**src/rtl/sseq_pkg.sv**
```systemverilog
package sseq_pkg;
  typedef enum logic [2:0] {
    ST_IDLE, ST_RST_WAIT, ST_SETUP, ST_WAKE, ST_WAIT_FRAME, ST_SLEEP, ST_WAIT_REQ
  } seq_state_e;

  typedef enum logic [1:0] {CK_NONE, CK_SETUP, CK_WAKE, CK_SLEEP} cmd_kind_e;

  localparam int unsigned IdxDev    = 0;
  localparam int unsigned IdxNcmd   = 1;
  localparam int unsigned IdxSlpA   = 2;
  localparam int unsigned IdxSlpD   = 3;
  localparam int unsigned IdxWakA   = 4;
  localparam int unsigned IdxWakD   = 5;
  localparam int unsigned IdxSetup0 = 6;
  localparam int unsigned IdxWidth  = 14;
  localparam int unsigned IdxBpp    = 15;
endpackage

```
**src/rtl/sseq_regfile.sv**
```systemverilog
module sseq_regfile #(
  parameter int unsigned AW       = 4,
  parameter int unsigned DW       = 8,
  parameter int unsigned MAX_CMDS = 4,
  localparam int unsigned NREG    = 2 ** AW,
  localparam int unsigned CW      = $clog2(MAX_CMDS + 1)
) (
  input  logic                      clk_i,
  input  logic                      rst_ni,
  input  logic                      wr_i,
  input  logic [AW-1:0]             addr_i,
  input  logic [DW-1:0]             data_i,
  output logic [NREG-1:0][DW-1:0]   regs_o,
  output logic [CW-1:0]             n_cmds_o
);
  import sseq_pkg::*;

  logic [NREG-1:0][DW-1:0] regs_q;

  always_ff @(posedge clk_i or negedge rst_ni) begin
    if (!rst_ni) regs_q <= '0;
    else if (wr_i) regs_q[addr_i] <= data_i;
  end

  assign regs_o = regs_q;

  // clamp programmed count to the number of setup slots
  always_comb begin
    if (regs_q[IdxNcmd] > DW'(MAX_CMDS)) n_cmds_o = CW'(MAX_CMDS);
    else                                n_cmds_o = regs_q[IdxNcmd][CW-1:0];
  end
endmodule

```
**src/rtl/sseq_wait_timer.sv**
```systemverilog
module sseq_wait_timer #(
  parameter int unsigned WAIT_CYCLES = 2000,
  parameter int unsigned RST_LOW     = 16,
  localparam int unsigned TW         = $clog2(WAIT_CYCLES + 1)
) (
  input  logic clk_i,
  input  logic rst_ni,
  input  logic load_i,
  input  logic en_i,
  output logic expired_o,
  output logic hold_o
);
  localparam logic [TW-1:0] LoadVal = TW'(WAIT_CYCLES - 1);
  localparam logic [TW-1:0] HoldLim = TW'(WAIT_CYCLES - 1 - RST_LOW);

  logic [TW-1:0] cnt_q;

  always_ff @(posedge clk_i or negedge rst_ni) begin
    if (!rst_ni)                      cnt_q <= '0;
    else if (load_i)                  cnt_q <= LoadVal;
    else if (en_i && cnt_q != '0)     cnt_q <= cnt_q - 1'b1;
  end

  assign expired_o = (cnt_q == '0);
  assign hold_o    = (cnt_q > HoldLim);
endmodule

```
**src/rtl/sseq_cmd_sel.sv**
```systemverilog
module sseq_cmd_sel #(
  parameter int unsigned DW       = 8,
  parameter int unsigned NREG     = 16,
  parameter int unsigned MAX_CMDS = 4,
  localparam int unsigned IW      = (MAX_CMDS > 1) ? $clog2(MAX_CMDS) : 1
) (
  input  logic [NREG-1:0][DW-1:0] regs_i,
  input  sseq_pkg::cmd_kind_e     kind_i,
  input  logic [IW-1:0]           idx_i,
  output logic [DW-1:0]           dev_o,
  output logic [DW-1:0]           reg_o,
  output logic [DW-1:0]           dat_o
);
  import sseq_pkg::*;

  logic [MAX_CMDS-1:0][DW-1:0] su_a, su_d;

  for (genvar k = 0; k < MAX_CMDS; k++) begin : g_setup
    assign su_a[k] = regs_i[IdxSetup0 + 2*k];
    assign su_d[k] = regs_i[IdxSetup0 + 2*k + 1];
  end

  always_comb begin
    dev_o = regs_i[IdxDev];
    reg_o = '0;
    dat_o = '0;
    unique case (kind_i)
      CK_SETUP: begin reg_o = su_a[idx_i]; dat_o = su_d[idx_i]; end
      CK_WAKE:  begin reg_o = regs_i[IdxWakA]; dat_o = regs_i[IdxWakD]; end
      CK_SLEEP: begin reg_o = regs_i[IdxSlpA]; dat_o = regs_i[IdxSlpD]; end
      default:  dev_o = '0;
    endcase
  end
endmodule

```
**src/rtl/sseq_fsm.sv**
```systemverilog
module sseq_fsm #(
  parameter int unsigned MAX_CMDS = 4,
  localparam int unsigned CW      = $clog2(MAX_CMDS + 1),
  localparam int unsigned IW      = (MAX_CMDS > 1) ? $clog2(MAX_CMDS) : 1
) (
  input  logic                 clk_i,
  input  logic                 rst_ni,
  input  logic                 host_rst_i,
  input  logic                 init_i,
  input  logic                 req_frame_i,
  input  logic                 frame_rcvd_i,
  input  logic                 cmd_done_i,
  input  logic                 cmd_nack_i,
  input  logic [CW-1:0]        n_cmds_i,
  input  logic                 tmr_expired_i,
  input  logic                 tmr_hold_i,
  output logic                 tmr_load_o,
  output logic                 tmr_en_o,
  output sseq_pkg::cmd_kind_e  kind_o,
  output logic [IW-1:0]        idx_o,
  output logic                 cmd_start_o,
  output logic                 sensor_rst_no,
  output logic                 err_o
);
  import sseq_pkg::*;

  seq_state_e    st_q, st_d;
  logic [IW-1:0] idx_q, idx_d;
  logic          issued_q, req_q, err_q;
  logic          in_cmd, done_ok, req_rise, last_setup;

  assign in_cmd     = (st_q == ST_SETUP) || (st_q == ST_WAKE) || (st_q == ST_SLEEP);
  assign done_ok    = in_cmd && issued_q && cmd_done_i;
  assign req_rise   = req_frame_i && !req_q;
  assign last_setup = (CW'(idx_q) + CW'(1)) >= n_cmds_i;

  always_comb begin
    st_d  = st_q;
    idx_d = idx_q;
    if (host_rst_i) begin
      st_d  = ST_IDLE;
      idx_d = '0;
    end else begin
      unique case (st_q)
        ST_IDLE:     if (init_i) st_d = ST_RST_WAIT;
        ST_RST_WAIT: if (tmr_expired_i) begin
          idx_d = '0;
          st_d  = (n_cmds_i == '0) ? ST_WAKE : ST_SETUP;
        end
        ST_SETUP: if (done_ok) begin
          if (last_setup) begin st_d = ST_WAKE; idx_d = '0; end
          else idx_d = idx_q + 1'b1;
        end
        ST_WAKE:       if (done_ok) st_d = ST_WAIT_FRAME;
        ST_WAIT_FRAME: if (frame_rcvd_i) st_d = ST_SLEEP;
        ST_SLEEP:      if (done_ok) st_d = ST_WAIT_REQ;
        ST_WAIT_REQ:   if (req_rise) st_d = ST_WAKE;
        default:       st_d = ST_IDLE;
      endcase
    end
  end

  always_ff @(posedge clk_i or negedge rst_ni) begin
    if (!rst_ni) begin
      st_q     <= ST_IDLE;
      idx_q    <= '0;
      issued_q <= 1'b0;
      req_q    <= 1'b0;
      err_q    <= 1'b0;
    end else begin
      st_q  <= st_d;
      idx_q <= idx_d;
      req_q <= req_frame_i;
      if (host_rst_i || done_ok) issued_q <= 1'b0;
      else if (cmd_start_o)      issued_q <= 1'b1;
      if (host_rst_i)                 err_q <= 1'b0;
      else if (done_ok && cmd_nack_i) err_q <= 1'b1;
    end
  end

  always_comb begin
    unique case (st_q)
      ST_SETUP: kind_o = CK_SETUP;
      ST_WAKE:  kind_o = CK_WAKE;
      ST_SLEEP: kind_o = CK_SLEEP;
      default:  kind_o = CK_NONE;
    endcase
  end

  assign idx_o         = idx_q;
  assign cmd_start_o   = in_cmd && !issued_q && !host_rst_i;
  assign tmr_load_o    = (st_q == ST_IDLE) && init_i && !host_rst_i;
  assign tmr_en_o      = (st_q == ST_RST_WAIT);
  assign sensor_rst_no = !((st_q == ST_RST_WAIT) && tmr_hold_i);
  assign err_o         = err_q;
endmodule

```
**src/rtl/sensor_ctl_seq.sv**
```systemverilog
module sensor_ctl_seq #(
  parameter int unsigned AW          = 4,
  parameter int unsigned DW          = 8,
  parameter int unsigned MAX_CMDS    = 4,
  parameter int unsigned WAIT_CYCLES = 2000,
  parameter int unsigned RST_LOW     = 16
) (
  input  logic          clk_i,
  input  logic          rst_ni,
  input  logic          host_rst_i,
  input  logic          cfg_wr_i,
  input  logic [AW-1:0] cfg_addr_i,
  input  logic [DW-1:0] cfg_data_i,
  input  logic          init_i,
  input  logic          req_frame_i,
  input  logic          frame_rcvd_i,
  output logic          cmd_start_o,
  output logic [DW-1:0] cmd_dev_o,
  output logic [DW-1:0] cmd_reg_o,
  output logic [DW-1:0] cmd_dat_o,
  input  logic          cmd_done_i,
  input  logic          cmd_nack_i,
  output logic          err_o,
  output logic          sensor_rst_no,
  output logic [DW-1:0] width_q4_o,
  output logic [DW-1:0] bpp_o
);
  import sseq_pkg::*;

  localparam int unsigned NREG = 2 ** AW;
  localparam int unsigned CW   = $clog2(MAX_CMDS + 1);
  localparam int unsigned IW   = (MAX_CMDS > 1) ? $clog2(MAX_CMDS) : 1;

  logic [NREG-1:0][DW-1:0] regs;
  logic [CW-1:0]           n_cmds;
  logic                    tmr_load, tmr_en, tmr_expired, tmr_hold;
  cmd_kind_e               kind;
  logic [IW-1:0]           idx;

  sseq_regfile #(.AW(AW), .DW(DW), .MAX_CMDS(MAX_CMDS)) u_regs (
    .clk_i, .rst_ni, .wr_i(cfg_wr_i), .addr_i(cfg_addr_i), .data_i(cfg_data_i),
    .regs_o(regs), .n_cmds_o(n_cmds)
  );

  sseq_wait_timer #(.WAIT_CYCLES(WAIT_CYCLES), .RST_LOW(RST_LOW)) u_tmr (
    .clk_i, .rst_ni, .load_i(tmr_load), .en_i(tmr_en),
    .expired_o(tmr_expired), .hold_o(tmr_hold)
  );

  sseq_fsm #(.MAX_CMDS(MAX_CMDS)) u_fsm (
    .clk_i, .rst_ni, .host_rst_i, .init_i, .req_frame_i, .frame_rcvd_i,
    .cmd_done_i, .cmd_nack_i, .n_cmds_i(n_cmds),
    .tmr_expired_i(tmr_expired), .tmr_hold_i(tmr_hold),
    .tmr_load_o(tmr_load), .tmr_en_o(tmr_en), .kind_o(kind), .idx_o(idx),
    .cmd_start_o, .sensor_rst_no, .err_o
  );

  sseq_cmd_sel #(.DW(DW), .NREG(NREG), .MAX_CMDS(MAX_CMDS)) u_sel (
    .regs_i(regs), .kind_i(kind), .idx_i(idx),
    .dev_o(cmd_dev_o), .reg_o(cmd_reg_o), .dat_o(cmd_dat_o)
  );

  assign width_q4_o = regs[IdxWidth];
  assign bpp_o      = regs[IdxBpp];
endmodule

```
**config.mk**
```make
export PLATFORM = sky130hd
export DESIGN_NAME = sensor_ctl_seq
export DESIGN_NICKNAME = d
export VERILOG_FILES = /design/src/rtl/sseq_pkg.sv /design/src/rtl/sseq_regfile.sv /design/src/rtl/sseq_wait_timer.sv /design/src/rtl/sseq_cmd_sel.sv /design/src/rtl/sseq_fsm.sv /design/src/rtl/sensor_ctl_seq.sv
export SDC_FILE = /design/constraint.sdc
export NUM_CORES = 1
export LEC_CHECK = 0
export BUFFER_PORTS_ARGS = -buffer_cell sky130_fd_sc_hd__buf_4
export CAP_MARGIN = 0
export CORE_MARGIN = 2
export CORE_UTILIZATION = 59
export DETAILED_ROUTE_END_ITERATION = 8
export GPL_ROUTABILITY_DRIVEN = 0
export GPL_TIMING_DRIVEN = 0
export PLACE_DENSITY = 0.79
export SLEW_MARGIN = 40
export SYNTH_ARGS = -nofsm -noshare
export SYNTH_HDL_FRONTEND = slang
export SYNTH_SLANG_ARGS = --single-unit
```
**constraint.sdc**
```tcl
create_clock -name clk_i -period 2.9 [get_ports clk_i]
set_clock_uncertainty 0.2 [all_clocks]
set_input_delay 0.87 -clock clk_i [delete_from_list [all_inputs] [get_ports clk_i]]
set_output_delay 0.87 -clock clk_i [all_outputs]
set_load 0.01 [all_outputs]
```
==> flow_metrics.py, run 1 <==
metrics = {
    "critical_path": {
        "critPathSlowestCell": "mux4_2",
        "reg2regPathDepth": 7,
        "cp-start-kind": "flip-flop",
        "end_kind": "output pin",
        "rr_startpoint": "u_regs.regs_o[15]",
        "cp_num_cells": 6,
        "max_stage_delay_ns": 0.54,
        "critical_path.cell_chain": "buf_8, buf_12, mux4_2, nand2_2, nand2_2, buf_6",
        "path_max_fanout": 5,
        "critPathCapture": "cmd_dat_o[4]",
        "worstPathArrival_ns": 1.94,
        "cp_top_family": "multiplexers",
        "cp-startpoint": "u_fsm.idx_o[0]",
        "critPathMostFrequentCell": "nand2_2",
        "worst-r2r-setup-slack_ns": 0.14,
        "critical_path_required_ns": 1.83,
        "worstSetupPathType": "reg -> out",
        "r2r-end": "u_fsm.idx_o[0]",
        "worst-path-buf-inv": 3,
    },
    "floorplan": {
        "ios": 64,
        "core_region_area_sq_um": 11500,
        "start_util_pct": 60.5,
        "rows": 39,
        "dieHeight_microns": 112,
        "die_area_sq_um": 12600,
        "fp.dieW_microns": 112,
    },
    "final_layout": {
        "diodes": 0,
        "final_layout_size_suffix_gt1_share_pct": 50.9,
        "regArea_sq_um": 3680,
        "nFillCells": 688,
        "nets": 657,
        "syn_to_final_growth_pct": 24.4,
        "multi_input_area_sq_um": 3110,
    },
    "global_route": {
        "grt_pass1_vias": 5017,
        "grt_max_degree": 76,
        "grt_use_met3_pct": 6.16,
        "antenna_found_initial": 0,
        "top_usage_layer": "met2",
        "grt.total_usage_pct": 27.9,
        "met1_usage_pct": 36.9,
        "grt_use_met2_pct": 45.5,
        "grt_pass1_wl_microns": 26900,
        "gr-total-overflow": 0,
    },
    "sta": {
        "rsz0062_at_grt": "true",
        "drv_slew": 0,
        "slew_headroom_pct": 46.3,
        "worst_pin_slew_ns": 0.802,
        "fmax_mhz": 332,
        "finalHoldViolCount": 0,
        "fin_crit_ns": 3.01,
        "timing.final.setup_violations": 16,
        "finalWorstSetupSlack_ns": -0.114,
        "fin_crit_sh_pct": 104,
    },
    "clocking": {
        "clock-sinks": 147,
        "cts.clk_slew.worst_paths_ns": 0.06,
        "clock_latency_ns": 0.43,
        "clock_path_buffers": 2,
        "cts_root_buf": "clkbuf_16",
        "htreeDepth": 4,
        "holdBufCountCts": 0,
        "cts_tree": "built",
        "cts_buffers": 17,
    },
    "placement": {
        "pre_cts_ws_ns": -0.229,
        "hpwl_microns": 10900,
        "io_buffers": 63,
    },
    "logic_synthesis": {
        "yosysSeqAreaShare_pct": 53.0,
        "yosysTopAreaCell": "dfrtp_1",
        "syn_area_per_cell_sq_um": 13.0,
        "syn_area_sq_um": 6940,
        "yosysTopAreaCellShare_pct": 53.0,
        "synth-main-ff-cell": "dfrtp_1",
        "ys_top_cells_by_area": "dfrtp_1, mux2_2, mux4_2",
        "syn_nets": 562,
        "synthDistinctLibCells": 47,
        "syn_inst": 534,
        "yosys_warnings": 0,
        "synth_edf_count": 0,
        "async_flop_share_pct": 100,
        "ys_ff_latch": 147,
    },
    "drt": {
        "wl_microns": 16600,
        "wl_per_cell_microns": 21.2,
        "via_per_inst": 6.11,
        "drt_drc_violations_left": 0,
        "num_vias": 4793,
        "ant_nets": 0,
        "drt_iter0_drc": 438,
        "drtPass1Iterations": 4,
    },
    "power": {
        "vdd_drop_max_v": 0.000612,
        "leakage_nw": 3.77,
        "power_mw": 5.94,
        "p_per_area_nw_per_um2": 689,
    },
    "run": {
        "maxCapViolCount": 0,
    },
    "outcome": {
        "status": "finished, violations left",
        "violations": "setup timing",
    },
    "hold_path": {
        "hold_path_class": "in -> async",
    },
}
power breakdown:
| group | switching, mW | internal [mW] |
|---|---|---|
| clock network | 0.863 | 1.38 |
| logic | 0.381 | 0.570 |
| registers | 0.259 | 2.49 |
| total | 1.50 | 4.44 |
synthesized netlist by cell type, types with 3 or more instances:
cell type	n
nand2_1	41
o211ai_1	5
o21ai_0	7
nand2b_1	9
a31oi_1	3
a21oi_1	5
nor3_1	7
nand3b_1	3
nor2_1	24
buf_4	16
or3_1	3
nor3b_1	3
and2_1	11
clkbuf_1	26
mux2_2	129
dfrtp_1	147
buf_2	5
nand3_1	7
a32oi_1	17
nor2b_1	5
mux4_2	16
inv_1	3
ha_1	7
state kept, by name (all words and copies together), names as in the netlist:
register	count
u_fsm.err_o	1
u_fsm.idx_o	2
u_regs.regs_o	128
u_fsm.issued_q	1
u_fsm.st_q	3
u_fsm.req_q	1
u_tmr.cnt_q	11
cell families after synthesis:
family | after synthesis | share of synthesized area (%)
flops | 147 | 53.0
mux | 146 | 26.3
simple gates | 134 | 10.3
buf+inv | 51 | 3.71
compound gates | 48 | 5.27
fa+ha+maj | 7 | 1.26
xor+xnor | 1 | 0.126
cells in the final DEF (no fill, tap or decap), types with 5 or more instances in the layout:
cell type  count
nor3_1         6
nand2b_1       8
buf_6         16
buf_4         76
nand2_2       26
clkbuf_16     18
a21oi_1        5
nand2_1       15
dfrtp_1      145
and2_1        11
a32oi_1       15
nor2_1        21
clkbuf_1      19
ha_1           7
mux4_2        16
nand3_1        7
o211ai_1       5
nor2b_1        5
mux2_2       129
o21ai_0        7
worst min-delay path by stage:
stage | start | endpoint | slack (ns) | cells after the start
finish | rst_ni | u_fsm.issued_q | 0.20 | 1
global route | rst_ni | u_tmr.cnt_q[8] | 0.23 | 1
CTS | rst_ni | u_regs.regs_o[42] | 0.22 | 1
detailed placement | u_regs.regs_o[96] | u_regs.regs_o[96] | 0.29 | 1
global placement | u_fsm.err_o | u_fsm.err_o | 0.28 | 2
floorplan | u_regs.regs_o[12] | u_regs.regs_o[12] | 0.27 | 1
through the flow:
stage | cells | instance area [sq um] | setup TNS (ns) | hold WS (ns) | util, %
finish | 785 | 8630 | -1.22 | 0.196 | 75.3
global route | 785 | 8630 | -2.31 | 0.231 | 75.3
CTS | 783 | 8550 | -1.09 | 0.223 | 74.6
detailed placement | 741 | 7620 | -2.37 | 0.290 | 66.5
global placement | 740 | 7590 | -2.08 | 0.278 | 66.2
floorplan | 534 | 6940 | 0 | 0.270 | -
layer usage:
| layer | part of all wire, % | up-vias | wire length (microns) |
|---|---|---|---|
| met5 | 0 | - | 0 |
| li1 | - | 2127 | - |
| met3 | 4.7 | 26 | 780 |
| met1 | 43 | 2478 | 7100 |
| met2 | 51 | 162 | 8460 |
| met4 | 1.7 | 0 | 284 |
repair_timing:
item | CTS | global route
pin swaps | 15 | 6
gates cloned | 1 | 0
setup buffers | 12 | 2
endpoints found under the setup margin | 25 | 18
gates resized for setup | 59 | 23
layout make-up:
| cell class | instances | share of cell area (%) |
|---|---|---|
| clock inverter | 11 | 1.75 |
| buffer | 45 | 3.74 |
| multi-input combinational | 336 | 36.0 |
| inverter | 3 | 0.130 |
| timing repair buffer | 79 | 8.41 |
| clock buffer | 21 | 5.22 |
| tap | 143 | 2.07 |
| sequential | 147 | 42.7 |
No activity file was read; power rests on OpenSTA's default activity.
==> inputs of run 2 (changes only) <==
CORE_UTILIZATION = 61   (was 59)
CTS_BUF_LIST = sky130_fd_sc_hd__clkbuf_8   (was unset)
PLACE_DENSITY = 0.82   (was 0.79)
SETUP_SLACK_MARGIN = 0.5   (was unset)
==> run 2 against run 1 <==
  * The run still ends with setup timing left
  * Hold slack worse by 0.12 ns
  * Power is 7.9% lower
  * Cell count is 1.7% higher
==> flow_metrics.py, run 2 (synthesized netlist as in run 1, its figures left out) <==
metrics = {
    "clocking": {
        "cts_tree": "built",
        "clock-sinks": 147,
        "clock_latency_ns": 0.45,
        "holdBufCountCts": 0,
        "htreeDepth": 4,
        "cts_root_buf": "clkbuf_8",
        "cts.clk_slew.worst_paths_ns": 0.08,
        "cts_buffers": 17,
        "clock_path_buffers": 2,
    },
    "final_layout": {
        "largest_register_ffs": 128,
        "layout_commonest_cell": "dfrtp_1",
        "final_layout_size_suffix_gt1_share_pct": 55.5,
        "final_area_sq_um": 8760,
        "diodes": 0,
        "final_cell_mix": "dfrtp_1, mux2_2, buf_4",
        "nets": 674,
        "syn_to_final_growth_pct": 26.3,
    },
    "critical_path": {
        "critical_path_required_ns": 1.83,
        "worstSetupPathType": "reg -> out",
        "r2r-end": "u_fsm.idx_o[1]",
        "max_stage_delay_ns": 0.55,
        "critical_path.cell_chain": "buf_8, buf_12, mux4_2, nand2_2, nand2_2, buf_6",
        "reg2regPathDepth": 8,
        "critPathSlowestCell": "mux4_2",
        "cp-start-kind": "flip-flop",
        "end_kind": "output pin",
        "critPathMostFrequentCell": "nand2_2",
        "worstPathArrival_ns": 1.96,
        "worst-r2r-setup-slack_ns": 0.37,
        "path_max_fanout": 5,
        "rr_startpoint": "u_regs.regs_o[15]",
    },
    "sta": {
        "setup_tns_ns": -1.63,
        "rsz0062_at_grt": "true",
        "hold_ws_ns": 0.0717,
        "finalWorstSetupSlack_ns": -0.128,
        "worst_pin_slew_ns": 0.806,
        "fmax_mhz": 330,
        "timing.final.setup_violations": 16,
        "finalHoldViolCount": 0,
        "fin_crit_ns": 3.03,
        "slew_headroom_pct": 46.1,
        "fin_crit_sh_pct": 104,
        "drv_slew": 0,
    },
    "drt": {
        "ant_nets": 0,
        "drt_iter0_drc": 285,
        "drtPass1Iterations": 5,
        "wl_microns": 17300,
        "wl_per_cell_microns": 21.7,
        "via_per_inst": 6.21,
        "drt_drc_violations_left": 0,
        "num_vias": 4958,
    },
    "power": {
        "p_per_area_nw_per_um2": 625,
        "vdd_drop_max_v": 0.000526,
        "leakage_nw": 3.84,
    },
    "placement": {
        "pre_cts_ws_ns": 0.0507,
        "io_buffers": 63,
        "place_area_sq_um": 7690,
        "hpwl_microns": 10800,
    },
    "global_route": {
        "gr-total-overflow": 0,
        "grt_pass1_wl_microns": 27600,
        "grt_pass1_vias": 5272,
        "grt_max_degree": 65,
        "antenna_found_initial": 0,
        "grt.total_usage_pct": 29.2,
    },
    "floorplan": {
        "core_region_area_sq_um": 11000,
        "die_area_sq_um": 12200,
        "fp.dieW_microns": 111,
        "dieHeight_microns": 111,
        "start_util_pct": 63.2,
        "ios": 64,
        "rows": 38,
    },
    "run": {
        "maxCapViolCount": 0,
    },
    "hold_path": {
        "hold_path_class": "in -> async",
    },
    "outcome": {
        "status": "finished, violations left",
        "violations": "setup timing",
    },
}
-- run 2: cell types whose count changed in the layout (fill, tap and decap cells not counted), sizes merged --
cell      previous run  this run
inv                  5         7
bufinv               3         4
buf                102       116
clkinv               5         1
clkinvlp             1         3
clkbuf              43        44
-- run 2: cell type report --
cell class / instances / area [sq um]
tap: 140 / 175
timing repair buffer: 93 / 875
clock inverter: 12 / 166
buffer: 48 / 352
multi-input combinational: 336 / 3240
fill: 583 / 2220
sequential: 147 / 3680
inverter: 3 / 11.3
clock buffer: 19 / 262
-- run 2: worst max path at each step --
stage,cells after the start,slack (ns),endpoint,start
final,6,-0.13,cmd_dat_o[4],u_fsm.idx_o[0]
after floorplan,5,0.50,cmd_dat_o[3],u_fsm.idx_o[0]
after CTS,6,-0.11,cmd_dat_o[3],u_fsm.idx_o[0]
after global placement,6,0.05,cmd_dat_o[3],u_fsm.idx_o[1]
after detailed placement,6,0.05,cmd_dat_o[3],u_fsm.idx_o[1]
after global routing,6,-0.19,cmd_dat_o[2],u_fsm.idx_o[0]
-- run 2: per-stage QoR --
step	std cells	utilization [%]	power, mW
3_5_place_dp	739	70.0	3.70
4_1_cts	792	78.4	5.44
3_3_place_gp	737	69.5	3.60
2_1_floorplan	534	-	3.34
5_1_grt	798	79.8	5.71
6_report	798	79.8	5.48
-- run 2: routing by layer --
layer / track usage [%] / vias to the layer above / wire (microns)
li1: - / 2165 / -
met1: 36.7 / 2530 / 6850
met2: 47.0 / 218 / 8710
met3: 7.41 / 45 / 1090
met4: 14.9 / 0 / 628
met5: 0 / - / 0
-- run 2: repair_timing --
item,4_1_cts,5_1_grt
setup endpoints to repair,34,31
hold endpoints to repair,0,0
gates cloned,2,0
gates resized for setup,86,29
buffers inserted,20,6
pin swaps,33,13
-- run 2: worst max-delay path, delay by kind of cell, from the launching register on --
family	cells	cell delay (ns)
buffers and inverters	3	0.40
flip-flops	1	0.41
multiplexers	1	0.55
AND/OR/NAND/NOR	2	0.15
-- run 2: report_power, final --
part	internal [mW]	leakage (nW)	switching, mW
Clock	0.967	0.219	0.747
Combinational	0.603	1.84	0.400
Sequential	2.49	1.79	0.272
Total	4.06	3.84	1.42
